[src/rtl/tp_pkg.sv]
package tp_pkg;

    localparam int TP_ACC_W  = 32;
    localparam int TP_SPD_W  = 16;
    localparam int TP_SYNC_N = 2;

    typedef enum logic [1:0] {
        ACT_NONE    = 2'd0,
        ACT_CAPTURE = 2'd1,
        ACT_REARM   = 2'd2,
        ACT_CLEAR   = 2'd3
    } hist_act_e;

    // Priority: clear, then re-arm, then an armed capture.
    function automatic hist_act_e pick_action(
        input logic clr,
        input logic rearm_rise,
        input logic probe_rise,
        input logic inhibited
    );
        if (clr)                           return ACT_CLEAR;
        else if (rearm_rise)               return ACT_REARM;
        else if (probe_rise && !inhibited) return ACT_CAPTURE;
        else                               return ACT_NONE;
    endfunction

endpackage

[src/rtl/tp_edge_sync.sv]
module tp_edge_sync #(
    parameter int STAGES = 2
) (
    input  logic clk,
    input  logic rst_n,
    input  logic pin_i,
    output logic rise_o
);

    // Synchroniser flops plus one history flop for edge detection.
    localparam int CHAIN_W = STAGES + 1;

    logic [CHAIN_W-1:0] chain_d, chain_q;

    always_comb begin
        chain_d = {chain_q[CHAIN_W-2:0], pin_i};
    end

    always_ff @(posedge clk or negedge rst_n) begin
        if (!rst_n) chain_q <= '0;
        else        chain_q <= chain_d;
    end

    assign rise_o = chain_q[STAGES-1] & ~chain_q[STAGES];

    // A detected edge lasts exactly one cycle (supports R3 and R6).
    assert_rise_pulse_R6: assert property (@(posedge clk) disable iff (!rst_n)
        rise_o |=> !rise_o);

endmodule

[src/rtl/tp_phase_acc.sv]
module tp_phase_acc #(
    parameter int SPD_W = 16,
    parameter int ACC_W = 32
) (
    input  logic             clk,
    input  logic             rst_n,
    input  logic             clr_i,
    input  logic [SPD_W-1:0] spd_i,
    input  logic             vld_i,
    output logic [ACC_W-1:0] acc_o
);

    localparam int EXT_W = ACC_W - SPD_W;

    logic [ACC_W-1:0] acc_d, acc_q;
    logic [ACC_W-1:0] spd_ext;

    assign spd_ext = {{EXT_W{spd_i[SPD_W-1]}}, spd_i};

    always_comb begin
        acc_d = acc_q;
        if (clr_i)      acc_d = '0;
        else if (vld_i) acc_d = acc_q + spd_ext;
    end

    always_ff @(posedge clk or negedge rst_n) begin
        if (!rst_n) acc_q <= '0;
        else        acc_q <= acc_d;
    end

    assign acc_o = acc_q;

    assert_acc_step_R1: assert property (@(posedge clk) disable iff (!rst_n)
        (vld_i && !clr_i) |=> acc_o == $past(acc_o) + {{EXT_W{$past(spd_i[SPD_W-1])}}, $past(spd_i)});

    assert_acc_hold_R1: assert property (@(posedge clk) disable iff (!rst_n)
        (!vld_i && !clr_i) |=> $stable(acc_o));

    assert_acc_clear_R8: assert property (@(posedge clk) disable iff (!rst_n)
        clr_i |=> acc_o == '0);

endmodule

[src/rtl/tp_cap_hist.sv]
module tp_cap_hist
    import tp_pkg::*;
#(
    parameter int ACC_W = 32
) (
    input  logic             clk,
    input  logic             rst_n,
    input  logic             clr_i,
    input  logic             probe_rise_i,
    input  logic             rearm_rise_i,
    input  logic [ACC_W-1:0] acc_i,
    output logic [ACC_W-1:0] last_o,
    output logic [ACC_W-1:0] prev_o,
    output logic             inhibit_o
);

    typedef struct packed {
        logic [ACC_W-1:0] last;
        logic [ACC_W-1:0] prev;
        logic             inh;
    } hist_t;

    hist_t     st_d, st_q;
    hist_act_e act;

    always_comb begin
        act  = pick_action(clr_i, rearm_rise_i, probe_rise_i, st_q.inh);
        st_d = st_q;
        unique case (act)
            ACT_CLEAR: st_d = '0;
            ACT_REARM: st_d.inh = 1'b0;
            ACT_CAPTURE: begin
                st_d.prev = st_q.last;
                st_d.last = acc_i;
                st_d.inh  = 1'b1;
            end
            default: st_d = st_q;
        endcase
    end

    always_ff @(posedge clk or negedge rst_n) begin
        if (!rst_n) st_q <= '0;
        else        st_q <= st_d;
    end

    assign last_o    = st_q.last;
    assign prev_o    = st_q.prev;
    assign inhibit_o = st_q.inh;

    assert_capture_value_R3: assert property (@(posedge clk) disable iff (!rst_n)
        (!clr_i && !rearm_rise_i && probe_rise_i && !inhibit_o) |=> last_o == $past(acc_i));

    assert_history_shift_R4: assert property (@(posedge clk) disable iff (!rst_n)
        (!clr_i && !rearm_rise_i && probe_rise_i && !inhibit_o) |=> prev_o == $past(last_o));

    assert_inhibit_block_R5: assert property (@(posedge clk) disable iff (!rst_n)
        (!clr_i && !rearm_rise_i && inhibit_o) |=> inhibit_o && $stable(last_o) && $stable(prev_o));

    assert_rearm_clears_R6: assert property (@(posedge clk) disable iff (!rst_n)
        (!clr_i && rearm_rise_i) |=> !inhibit_o);

    assert_coincident_R7: assert property (@(posedge clk) disable iff (!rst_n)
        (!clr_i && rearm_rise_i && probe_rise_i) |=> $stable(last_o) && $stable(prev_o));

    assert_hist_clear_R8: assert property (@(posedge clk) disable iff (!rst_n)
        clr_i |=> (last_o == '0) && (prev_o == '0) && !inhibit_o);

endmodule

[src/rtl/tp_phase_latch.sv]
module tp_phase_latch
    import tp_pkg::*;
#(
    parameter int SPD_W  = TP_SPD_W,
    parameter int ACC_W  = TP_ACC_W,
    parameter int SYNC_N = TP_SYNC_N
) (
    input  logic             clk,
    input  logic             rst_n,
    input  logic             func_clr,
    input  logic [SPD_W-1:0] spd_in,
    input  logic             spd_vld,
    input  logic             probe_in,
    input  logic             rearm_in,
    output logic [ACC_W-1:0] phase_o,
    output logic [ACC_W-1:0] cap_last_o,
    output logic [ACC_W-1:0] cap_prev_o,
    output logic             inhibit_o
);

    logic probe_rise;
    logic rearm_rise;
    logic [ACC_W-1:0] acc;

    tp_edge_sync #(.STAGES(SYNC_N)) u_probe_sync (
        .clk    (clk),
        .rst_n  (rst_n),
        .pin_i  (probe_in),
        .rise_o (probe_rise)
    );

    tp_edge_sync #(.STAGES(SYNC_N)) u_rearm_sync (
        .clk    (clk),
        .rst_n  (rst_n),
        .pin_i  (rearm_in),
        .rise_o (rearm_rise)
    );

    tp_phase_acc #(.SPD_W(SPD_W), .ACC_W(ACC_W)) u_acc (
        .clk   (clk),
        .rst_n (rst_n),
        .clr_i (func_clr),
        .spd_i (spd_in),
        .vld_i (spd_vld),
        .acc_o (acc)
    );

    tp_cap_hist #(.ACC_W(ACC_W)) u_hist (
        .clk          (clk),
        .rst_n        (rst_n),
        .clr_i        (func_clr),
        .probe_rise_i (probe_rise),
        .rearm_rise_i (rearm_rise),
        .acc_i        (acc),
        .last_o       (cap_last_o),
        .prev_o       (cap_prev_o),
        .inhibit_o    (inhibit_o)
    );

    assign phase_o = acc;

    // An accepted capture always leaves the block inhibited.
    assert_capture_sets_inhibit_R5: assert property (@(posedge clk) disable iff (!rst_n)
        (!func_clr && !rearm_rise && probe_rise && !inhibit_o) |=> inhibit_o);

endmodule

[config.mk]
export PLATFORM = sky130hd
export DESIGN_NAME = tp_phase_latch
export DESIGN_NICKNAME = d
export VERILOG_FILES = /design/src/rtl/tp_pkg.sv /design/src/rtl/tp_edge_sync.sv /design/src/rtl/tp_phase_acc.sv /design/src/rtl/tp_cap_hist.sv /design/src/rtl/tp_phase_latch.sv
export SDC_FILE = /design/constraint.sdc
export NUM_CORES = 1
export LEC_CHECK = 0
export CELL_PAD_IN_SITES_DETAIL_PLACEMENT = 1
export CELL_PAD_IN_SITES_GLOBAL_PLACEMENT = 1
export CORE_MARGIN = 2
export CORE_UTILIZATION = 40
export DETAILED_ROUTE_END_ITERATION = 10
export GPL_TIMING_DRIVEN = 0
export PLACE_DENSITY = 0.85
export SETUP_SLACK_MARGIN = 0.2
export SYNTH_ARGS = -nofsm -noshare
export SYNTH_HDL_FRONTEND = slang
export SYNTH_SLANG_ARGS = --single-unit
[constraint.sdc]
create_clock -name clk -period 3.9 [get_ports clk]
set_input_delay 1.17 -clock clk [delete_from_list [all_inputs] [get_ports clk]]
set_output_delay 1.17 -clock clk [all_outputs]
set_load 0.05 [all_outputs]
# ---- After elaboration in Yosys (flattened, before gate mapping)
# Cells that the tools add are included.
dict set report totals {
  register_bits 103
  input_bits 22
  output_inout_bits 97
  word_cells 27
}
dict set report classes {
  add_sub_neg 1
  eq_ne 3
  mux 7
  bitwise_logic 4
  reduce_logical 6
}
# op count
set ops {}
lappend ops {{$pmux W64 S2} 1}
lappend ops {{$mux W32} 2}
lappend ops {{$add A32 B32 Y32} 1}
lappend ops {{$reduce_bool A2 Y1} 3}
lappend ops {{$eq A2 B2 Y1 const B} 2}
lappend ops {{$mux W2} 2}
lappend ops {{$and A1 B1 Y1} 2}
lappend ops {{$eq A2 B1 Y1 const B} 1}
lappend ops {{$not A1 Y1} 2}
lappend ops {{$pmux W1 S2} 1}
lappend ops {{$reduce_or A2 Y1} 1}
lappend ops {{$logic_and A1 B1 Y1} 1}
lappend ops {{$logic_not A1 Y1} 1}
lappend ops {{$mux W1} 1}

# ---- Logic depth before layout (Yosys ltp)
# Gate-level depths: netlist (run 1).
dict set report depth {
  word_depth 9
  mapped_depth 11
}

# ---- Cells and area by module
# Synthesis (run 1) repeated with hierarchy kept, for this count alone.
dict set report unflattened {
  cells_unflattened 600
  area_unflattened_um2 6158.4
}
# module instances cells_per_inst area_per_inst_um2 seq_area_each_um2
set modules_own_cells {}
lappend modules_own_cells {tp_cap_hist 1 247 2992.9 1626.6}
lappend modules_own_cells {tp_phase_acc 1 345 2987.9 800.8}
lappend modules_own_cells {tp_edge_sync 2 4 88.8 75.1}

# ---- Least setup slack after synthesis (run 1)
# OpenSTA, ideal clock, no wires.
dict set report synth_path {
  path_type {input to register}
  start {input port spd_in[6]}
  end {register u_acc.acc_q[31] (netlist: u_acc.acc_o[31])}
  t_arrival_ns 3.305
  required_time_ns 3.772
  path_slack_ns 0.467
  stages 9
  n_path_buf 0
  path_cell_list {ha_1 a211o_1 a211o_1 o221ai_2 a31oi_1 or2_4 o221a_1 mux2i_1 mux2_1}
}
dict set report synth_between {
  elab_chain_cells 3
}
# element line
set synth_lines {}
lappend synth_lines {{from (decl)} tp_phase_latch.sv:11} ;# input logic [SPD_W-1:0] spd_in,
lappend synth_lines {{$add A32 B32 Y32} tp_phase_acc.sv:23} ;# else if (vld_i) acc_d = acc_q + spd_ext;
lappend synth_lines {{$mux W32} tp_phase_acc.sv:23}
lappend synth_lines {{$mux W32} tp_phase_acc.sv:22} ;# if (clr_i) acc_d = '0;
lappend synth_lines {{to (signal assigned)} tp_phase_acc.sv:27} ;# if (!rst_n) acc_q <= '0;
lappend synth_lines {{to (signal assigned)} tp_phase_acc.sv:28} ;# else acc_q <= acc_d;
lappend synth_lines {{to (decl)} tp_phase_acc.sv:15} ;# logic [ACC_W-1:0] acc_d, acc_q;
# Every way passes these cells. The select of a mux whose other input is x is not followed.
# A chain may end at the register's enable or synchronous reset.

# ---- Final worst setup path (run 1)
dict set report layout_path {
  start {input port spd_in[10]}
  end {register u_acc.acc_q[31] (netlist: u_acc.acc_o[31])}
}
# Same word-level chain as after synthesis.

==> Flow_metrics.wiki, run 1 <==
{| class="wikitable"
! Metric !! Value
|-
| Max VDD drop || 302 uV
|-
| Total number of yosys warnings || 0
|-
| Final antenna-violating net count || 0
|-
| Worst Setup End Kind || register
|-
| Worst r2r path cells || 10
|-
| Compound-gate portion of the synthesized area || 20.0%
|-
| Synthesized net count || between 700 and 800
|-
| Cell depth of the worst min-delay path || 0
|-
| Worst-case setup margin in the final layout || 213 ps
|-
| Maximum buffer depth of the clock tree || 2
|-
| Number of DRC violations after detailed routing || 0
|-
| Share of layout cells above drive strength 1 || 5.90%
|-
| Root cell of the clock tree || sky130_fd_sc_hd__clkbuf_16
|-
| First-pass GRT wire length || 29,500 um
|-
| Cells after Synth || 659
|-
| Detailed-route wire length on metal 1 || 7830 um
|-
| Worst Tran Pin Value || 1240 ps
|-
| Final-report max-slew violation count || 0
|-
| Period utilization || between 90% and 100%
|-
| Die area || 15,200 um^2
|-
| Outcome || finished, final reports clean
|-
| Count of standard-cell rows || 43
|-
| Area share of fa/ha/maj cells after synthesis || about 7.2%
|-
| Library cell with the largest summed area after synthesis || sky130_fd_sc_hd__dfrtp_1
|-
| Count of input and output buffers || around 120
|-
| Crit path time final || 3690 ps
|-
| RSZ-0062 raised after global routing || true
|-
| Wire per inst || 18.6 um
|-
| Final layout net count || 847
|-
| Number of enable flip-flop cells after synthesis || 0
|-
| Via total after detailed routing || 5,389
|-
| Leakage dissipation || 3.22 nW
|-
| Cell with the most instances after synthesis || sky130_fd_sc_hd__nand2_1
|-
| Placement-stage worst setup slack || -988 ps
|-
| Critical path start-end classification || input pin to register
|-
| Worst clock skew || about 9.6 ps
|-
| First-pass detailed-route iteration total || 4
|-
| Mux contribution to synthesized area || about 2.8%
|-
| Metal2 WL || 9540 um
|-
| Starting density of the core || about two fifths
|-
| Xor and xnor fraction of the mapped netlist area || around 2.5%
|-
| Vias per std cell || roughly 5.5
|-
| Dominant combinational cell family by area after synthesis || compound AO/OA/AOI/OAI gates
|-
| Path type of the worst min-delay path || register to register
|-
| Depth of the critical timing path with buffers and inverters included || 11
|-
| Number of buffers and inverters on the critical path || 2
|-
| Area of all placed cells without fillers || 7570 um^2
|-
| Ys flop type || sky130_fd_sc_hd__dfrtp_1
|-
| Leading cell types by total area after synthesis || sky130_fd_sc_hd__dfrtp_1 45%, sky130_fd_sc_hd__nand2_1 10%, sky130_fd_sc_hd__a21oi_1 8.8%
|-
| Synthesis-to-finish area growth || 32.9%
|-
| Final HPWL from detailed placement || 13,600 um
|-
| Sequential element share of the synthesized area || 45.2%
|-
| Number of register bits inferred by synthesis || 103
|-
| Area inside the core boundary || ~14,000 um^2
|-
| Slew HR || 16.4%
|-
| Remaining Overflow, GRT || 0
|-
| Power per unit of standard cell area || about 430 nW/um^2
|-
| Met3 wire len || 543 um
|-
| Post-Syn Area || 5700 um^2
|-
| Top cell type's share of synthesized area || 45.2%
|-
| Final count of hold timing violations || 0
|-
| Worst path arrival time || 3930 ps
|-
| Horiz. Die Dim || between 100 and 150 um
|-
| Number of H-tree branching levels || 3
|-
| Fmax || 0.271 GHz
|-
| Clock network latency to the later pin of the worst-skew pair || 360 ps
|-
| Final weighted congestion of routability-driven global placement || between 0.8 and 0.9
|-
| Final setup violating endpoints || 0
|-
| Clock transition at path regs || 70 ps
|-
| Count of unique library cells instantiated by Yosys || between 50 and 60
|-
| Number of buffers inserted by hold repair at cts || 0
|-
| Max Cap Viol || 0
|-
| Stage delay of the slowest cell on the critical path || 400 ps
|-
| Pin count of the biggest net entering global routing || 72
|-
| CTS tree || yes
|-
| Placed standard-cell area || 7120 um^2
|-
| Library cell contributing the largest single delay on the critical path || sky130_fd_sc_hd__clkdlybuf4s50_1
|-
| Final total power || approximately 3.3 mW
|-
| Number of diodes added for antenna fixing || 0
|-
| DRT Wirelength || approximately 18,000 um
|-
| Syn Area/Cell || 8.65 um^2
|-
| Critical Path Source Type || input pin
|-
| Cell-by-cell trace of the critical path || clkdlybuf4s50_1 -> ha_1 -> clkbuf_4 -> a211oi_1 -> o21bai_1 -> a22oi_2 -> a31oi_2 -> or2_4 -> o221a_1 -> mux2i_2 -> mux2_1
|-
| Count of clock tree sinks || a little over 100
|-
| Number of DRC markers in iteration 0 || 294
|-
| GRT Util Overall || 25.0%
|-
| Top delay family on crit path || compound AO/OA/AOI/OAI gates
|-
| Number of global-route vias before repair || 5,835
|-
| Synth Area in Simple Gates || between 10% and 20%
|-
| Antenna violations before repair || 0
|-
| TritonCTS buffer count || 9
|-
| Async set-reset flop share out of synthesis || 100%
|-
| Top-level I/O count || 119
|-
| Y dimension of the die || 123 um
|-
| Req. time, crit path || 4140 ps
|-
| Top cells by instance count after synthesis || 158 x sky130_fd_sc_hd__nand2_1, 103 x sky130_fd_sc_hd__dfrtp_1, 100 x sky130_fd_sc_hd__a21oi_1
|-
| Crit path max fanout || 8
|-
| Top layer reached by signal wires || met4
|}
-- per-stage QoR --
step / instances / hold WS [ps] / util [%] / setup TNS, ps
5_1_grt: 977 / 374 / 54.6 / 0
3_3_place_gp: 956 / 338 / 51.1 / -235770
6_report: 977 / 359 / 54.6 / 0
2_1_floorplan: 659 / 331 / - / 0
3_5_place_dp: 957 / 346 / 51.3 / -7490
4_1_cts: 972 / 361 / 53.6 / 0
-- layout make-up --
cell class,count,area (um^2)
Fill cell,1662,6310
Inverter,17,63.8
Buffer,33,131
Tap cell,180,225
Sequential cell,103,2580
Multi-Input combinational cell,506,3030
Clock inverter,4,70.1
Clock buffer,11,243
Timing Repair Buffer,123,1230
-- registers in the layout, indices dropped and copies added (netlist names) --
signal,count
u_hist.inhibit_o,1
u_rearm_sync.chain_q,3
u_hist.last_o,32
u_hist.prev_o,32
u_acc.acc_o,32
u_probe_sync.chain_q,3
-- worst reg2reg max path, cell delays in order, from the launching register on --
cell                       delay, ps
sky130_fd_sc_hd__dfrtp_1         430
sky130_fd_sc_hd__ha_1            290
sky130_fd_sc_hd__clkbuf_1        270
sky130_fd_sc_hd__nand3_1         200
sky130_fd_sc_hd__nor4_4          230
sky130_fd_sc_hd__o221ai_4        170
sky130_fd_sc_hd__a31oi_2         240
sky130_fd_sc_hd__or2_4           180
sky130_fd_sc_hd__o221a_1         210
sky130_fd_sc_hd__mux2i_2         230
sky130_fd_sc_hd__mux2_1          340
-- power by group --
group	internal (mW)	switching, mW	leakage, nW
logic	0.401	0.706	1.67
registers	1.13	0.0797	1.40
clock network	0.575	0.394	0.155
-- path summary, 6_finish.rpt --
| path | start | slack [ps] | endpoint |
|---|---|---|---|
| hold / removal | u_probe_sync.chain_q[0] | 360 | u_probe_sync.chain_q[1] |
| setup / recovery | spd_in[10] | 210 | u_acc.acc_o[31] |
| hold reg to reg | u_probe_sync.chain_q[0] | 360 | u_probe_sync.chain_q[1] |
| setup reg to reg | u_acc.acc_o[16] | 1000 | u_acc.acc_o[31] |
| max in group asynchronous | rst_n | 2430 | u_acc.acc_o[16] |
| min in group asynchronous | rst_n | 760 | u_hist.last_o[1] |
-- cells in the final DEF (no fill, tap or decap), types with 4 or more instances in the layout --
cell type,netlist,layout
sky130_fd_sc_hd__nand3_1,9,8
sky130_fd_sc_hd__o21ai_1,2,4
sky130_fd_sc_hd__ha_1,31,27
sky130_fd_sc_hd__o21a_1,6,6
sky130_fd_sc_hd__a31oi_1,5,4
sky130_fd_sc_hd__xor2_1,5,5
sky130_fd_sc_hd__clkbuf_16,0,9
sky130_fd_sc_hd__xnor2_1,11,11
sky130_fd_sc_hd__or3_1,6,6
sky130_fd_sc_hd__buf_4,0,6
sky130_fd_sc_hd__and3_1,4,4
sky130_fd_sc_hd__nor2b_1,7,6
sky130_fd_sc_hd__inv_1,16,16
sky130_fd_sc_hd__a211o_1,5,5
sky130_fd_sc_hd__nor2_1,37,37
sky130_fd_sc_hd__mux2i_1,15,14
sky130_fd_sc_hd__clkdlybuf4s50_1,0,114
sky130_fd_sc_hd__nand2_1,158,158
sky130_fd_sc_hd__nor3_1,16,16
sky130_fd_sc_hd__a21oi_1,100,100
sky130_fd_sc_hd__dfrtp_1,103,103
sky130_fd_sc_hd__clkbuf_1,32,29
sky130_fd_sc_hd__a211oi_1,9,8
sky130_fd_sc_hd__o21ai_0,29,27
sky130_fd_sc_hd__a21o_1,6,6
-- timing repair --
action                                 CTS  global route
pin swaps                                0            12
setup endpoints to repair               12            11
gates resized for setup                 12            24
endpoints found under the hold margin    0             0
setup buffers                            0             5
-- per-layer routing --
| layer | up-vias | GRT usage [%] |
|---|---|---|
| li1 | 2566 | - |
| met1 | 2705 | 30.9 |
| met2 | 100 | 44.9 |
| met3 | 18 | 4.43 |
| met4 | 0 | 6.61 |
| met5 | - | 0 |
-- cells by family after synthesis --
logic type / count (synthesis)
fa+ha+maj: 32
compound gates: 189
buf+inv: 50
xor+xnor: 16
mux: 16
simple gates: 253
flops: 103
Power figures use the tool's default switching activity.
==> inputs of run 2 (changes only) <==
--- a/config.mk
+++ b/config.mk
@@ -8,11 +8,13 @@
 export CELL_PAD_IN_SITES_DETAIL_PLACEMENT = 1
 export CELL_PAD_IN_SITES_GLOBAL_PLACEMENT = 1
 export CORE_MARGIN = 2
-export CORE_UTILIZATION = 40
+export CORE_UTILIZATION = 41
 export DETAILED_ROUTE_END_ITERATION = 10
 export GPL_TIMING_DRIVEN = 0
-export PLACE_DENSITY = 0.85
+export PLACE_DENSITY = 0.87
 export SETUP_SLACK_MARGIN = 0.2
+export SKIP_CTS_REPAIR_TIMING = 1
 export SYNTH_ARGS = -nofsm -noshare
 export SYNTH_HDL_FRONTEND = slang
 export SYNTH_SLANG_ARGS = --single-unit
+export TNS_END_PERCENT = 1
==> run 2 against run 1 <==
- setup slack worse by 13 ps
- power up 0.78%
- global-route usage up 1.5 points
- critical endpoint unchanged
- clock skew down 1.7 ps
- combinational power about the same
- worst hold slack worse by 2.3 ps
- first-iteration DRC count up 22%
- sequential share of layout area up 0.16 points
- core utilization up 0.38 points
- clock power up 2.3%
- wire length up 6.1%
==> Flow_metrics.wiki, run 2 (synthesis results as in run 1) <==
{| class="wikitable"
! Metric !! Value
|-
| Crit path max fanout || 6
|-
| Post-layout util || 54.9%
|-
| Worst Tran Pin Value || 962 ps
|-
| Remaining Overflow, GRT || 0
|-
| Antenna violations before repair || 0
|-
| Pin count of the biggest net entering global routing || 57
|-
| Root cell of the clock tree || sky130_fd_sc_hd__clkbuf_16
|-
| Layout filler cell count || ~1,600
|-
| Placement-stage worst setup slack || -881 ps
|-
| Number of diodes added for antenna fixing || 0
|-
| Horiz. Die Dim || 122 um
|-
| Final total negative setup slack || 0 ps
|-
| Number of H-tree branching levels || 3
|-
| RSZ-0062 raised after global routing || true
|-
| Final antenna-violating net count || 0
|-
| Die area || about 15,000 um^2
|-
| Req. time, crit path || 4140 ps
|-
| Vias per std cell || 5.74
|-
| Critical Path Source Type || input pin
|-
| Maximum buffer depth of the clock tree || 2
|-
| First-pass GRT wire length || 30,600 um
|-
| Leakage dissipation || roughly 3.2 nW
|-
| First-pass detailed-route iteration total || 4
|-
| Clock network latency to the later pin of the worst-skew pair || 360 ps
|-
| Final HPWL from detailed placement || ~14,000 um
|-
| Number of global-route vias before repair || 5,819
|-
| Final setup violating endpoints || 0
|-
| Path type of the worst min-delay path || register to register
|-
| Count of clock tree sinks || between 100 and 150
|-
| Starting density of the core || 41.5%
|-
| Max VDD drop || 212 uV
|-
| Final-report max-slew violation count || 0
|-
| Final layout net count || 847
|-
| Synthesis-to-finish area growth || 32.2%
|-
| Area inside the core boundary || 13,700 um^2
|-
| CTS tree || yes
|-
| DRT Wirelength || 19,300 um
|-
| Count of input and output buffers || 117
|-
| Final count of hold timing violations || 0
|-
| Crit path time final || ~3700 ps
|-
| TritonCTS buffer count || 9
|-
| Outcome || finished, final reports clean
|-
| Fmax || 0.270 GHz
|-
| Max Cap Viol || 0
|-
| Most frequent cells in the layout || 158 x sky130_fd_sc_hd__nand2_1, 115 x sky130_fd_sc_hd__clkdlybuf4s50_1, 103 x sky130_fd_sc_hd__dfrtp_1
|-
| Count of standard-cell rows || 43
|-
| Power per unit of standard cell area || about 440 nW/um^2
|-
| Most common library cell in the layout ignoring fill and taps || sky130_fd_sc_hd__nand2_1
|-
| Y dimension of the die || 122 um
|-
| Number of DRC violations after detailed routing || 0
|-
| Wire per inst || 19.7 um
|-
| Number of DRC markers in iteration 0 || 359
|-
| Share of layout cells above drive strength 1 || about 5.1%
|-
| Worst Setup End Kind || register
|-
| Worst clock skew || 7.94 ps
|-
| Final total power || 3.31 mW
|-
| Period utilization || 94.9%
|-
| GRT Util Overall || 26.6%
|-
| Final weighted congestion of routability-driven global placement || 0.868
|-
| Slew HR || 35.9%
|-
| Worst path arrival time || 3940 ps
|-
| Clock transition at path regs || 70 ps
|-
| Critical path start-end classification || input pin to register
|-
| Via total after detailed routing || about 5,600
|-
| Top-level I/O count || 119
|-
| Worst-case setup margin in the final layout || roughly 200 ps
|}
## run 2: changes by cell type in the layout (fill, tap and decap cells not counted), sizes merged
cell | previous run | this run
clkinvlp | 0 | 1
dlymetal6s2s | 1 | 0
clkinv | 3 | 1
clkbuf | 43 | 44
clkdlybuf4s50 | 114 | 115
## run 2: critical path: stages
cell,delay (ps)
sky130_fd_sc_hd__clkdlybuf4s50_1,440
sky130_fd_sc_hd__ha_1,390
sky130_fd_sc_hd__nand3_1,90
sky130_fd_sc_hd__o22ai_1,430
sky130_fd_sc_hd__o221ai_4,210
sky130_fd_sc_hd__a31oi_2,260
sky130_fd_sc_hd__or2_4,180
sky130_fd_sc_hd__o221a_1,200
sky130_fd_sc_hd__mux2i_1,210
sky130_fd_sc_hd__mux2_1,340
## run 2: worst paths after layout
check,start,endpoint,slack [ps],cells past startpoint
setup / recovery,spd_in[3],u_acc.acc_o[31],200,10
hold / removal,u_probe_sync.chain_q[0],u_probe_sync.chain_q[1],360,0
setup reg to reg,u_acc.acc_o[4],u_acc.acc_o[31],970,9
hold reg to reg,u_probe_sync.chain_q[0],u_probe_sync.chain_q[1],360,0
max in group asynchronous,rst_n,u_hist.prev_o[12],2340,2
min in group asynchronous,rst_n,u_probe_sync.chain_q[2],850,1
## run 2: final cells by class
type | instances | area (um^2) | area share [%]
Inverter | 17 | 63.8 | 0.847
Timing Repair Buffer | 123 | 1230 | 16.3
Buffer | 33 | 130 | 1.73
Clock buffer | 12 | 246 | 3.27
Sequential cell | 103 | 2580 | 34.2
Multi-Input combinational cell | 506 | 3000 | 39.8
Tap cell | 180 | 225 | 2.99
Clock inverter | 3 | 67.6 | 0.897
## run 2: where the power goes
part	leakage, nW	internal [mW]	switching [mW]	total, mW
combinational	1.66	0.397	0.713	1.11
clock	0.149	0.578	0.412	0.990
sequential	1.40	1.13	0.0809	1.21
## run 2: metrics by stage
step                      instance area (um^2)  hold slack [ps]  cells
final                                     7540              356    977
after global routing                      7540              382    977
after CTS                                 7430              362    972
after detailed placement                  7120              346    957
after global placement                    7100              338    956
after floorplan                           5700              331    659
## run 2: metal layers
metal,global-route usage [%],vias up,share of wire [%]
met5,0,-,0
met4,9.55,0,2.2
met3,4.49,33,4.0
met2,47.1,141,52
met1,32.5,2860,42
li1,-,2576,-
==> inputs of run 3 (changes only) <==
--- a/config.mk
+++ b/config.mk
@@ -5,6 +5,7 @@
 export SDC_FILE = /design/constraint.sdc
 export NUM_CORES = 1
 export LEC_CHECK = 0
+export ABC_CLOCK_PERIOD_IN_PS = 3900
 export CELL_PAD_IN_SITES_DETAIL_PLACEMENT = 1
 export CELL_PAD_IN_SITES_GLOBAL_PLACEMENT = 1
 export CORE_MARGIN = 2
==> results of run 3 <==
Same layout as run 2: the final DEF is identical, and so are final timing and power.
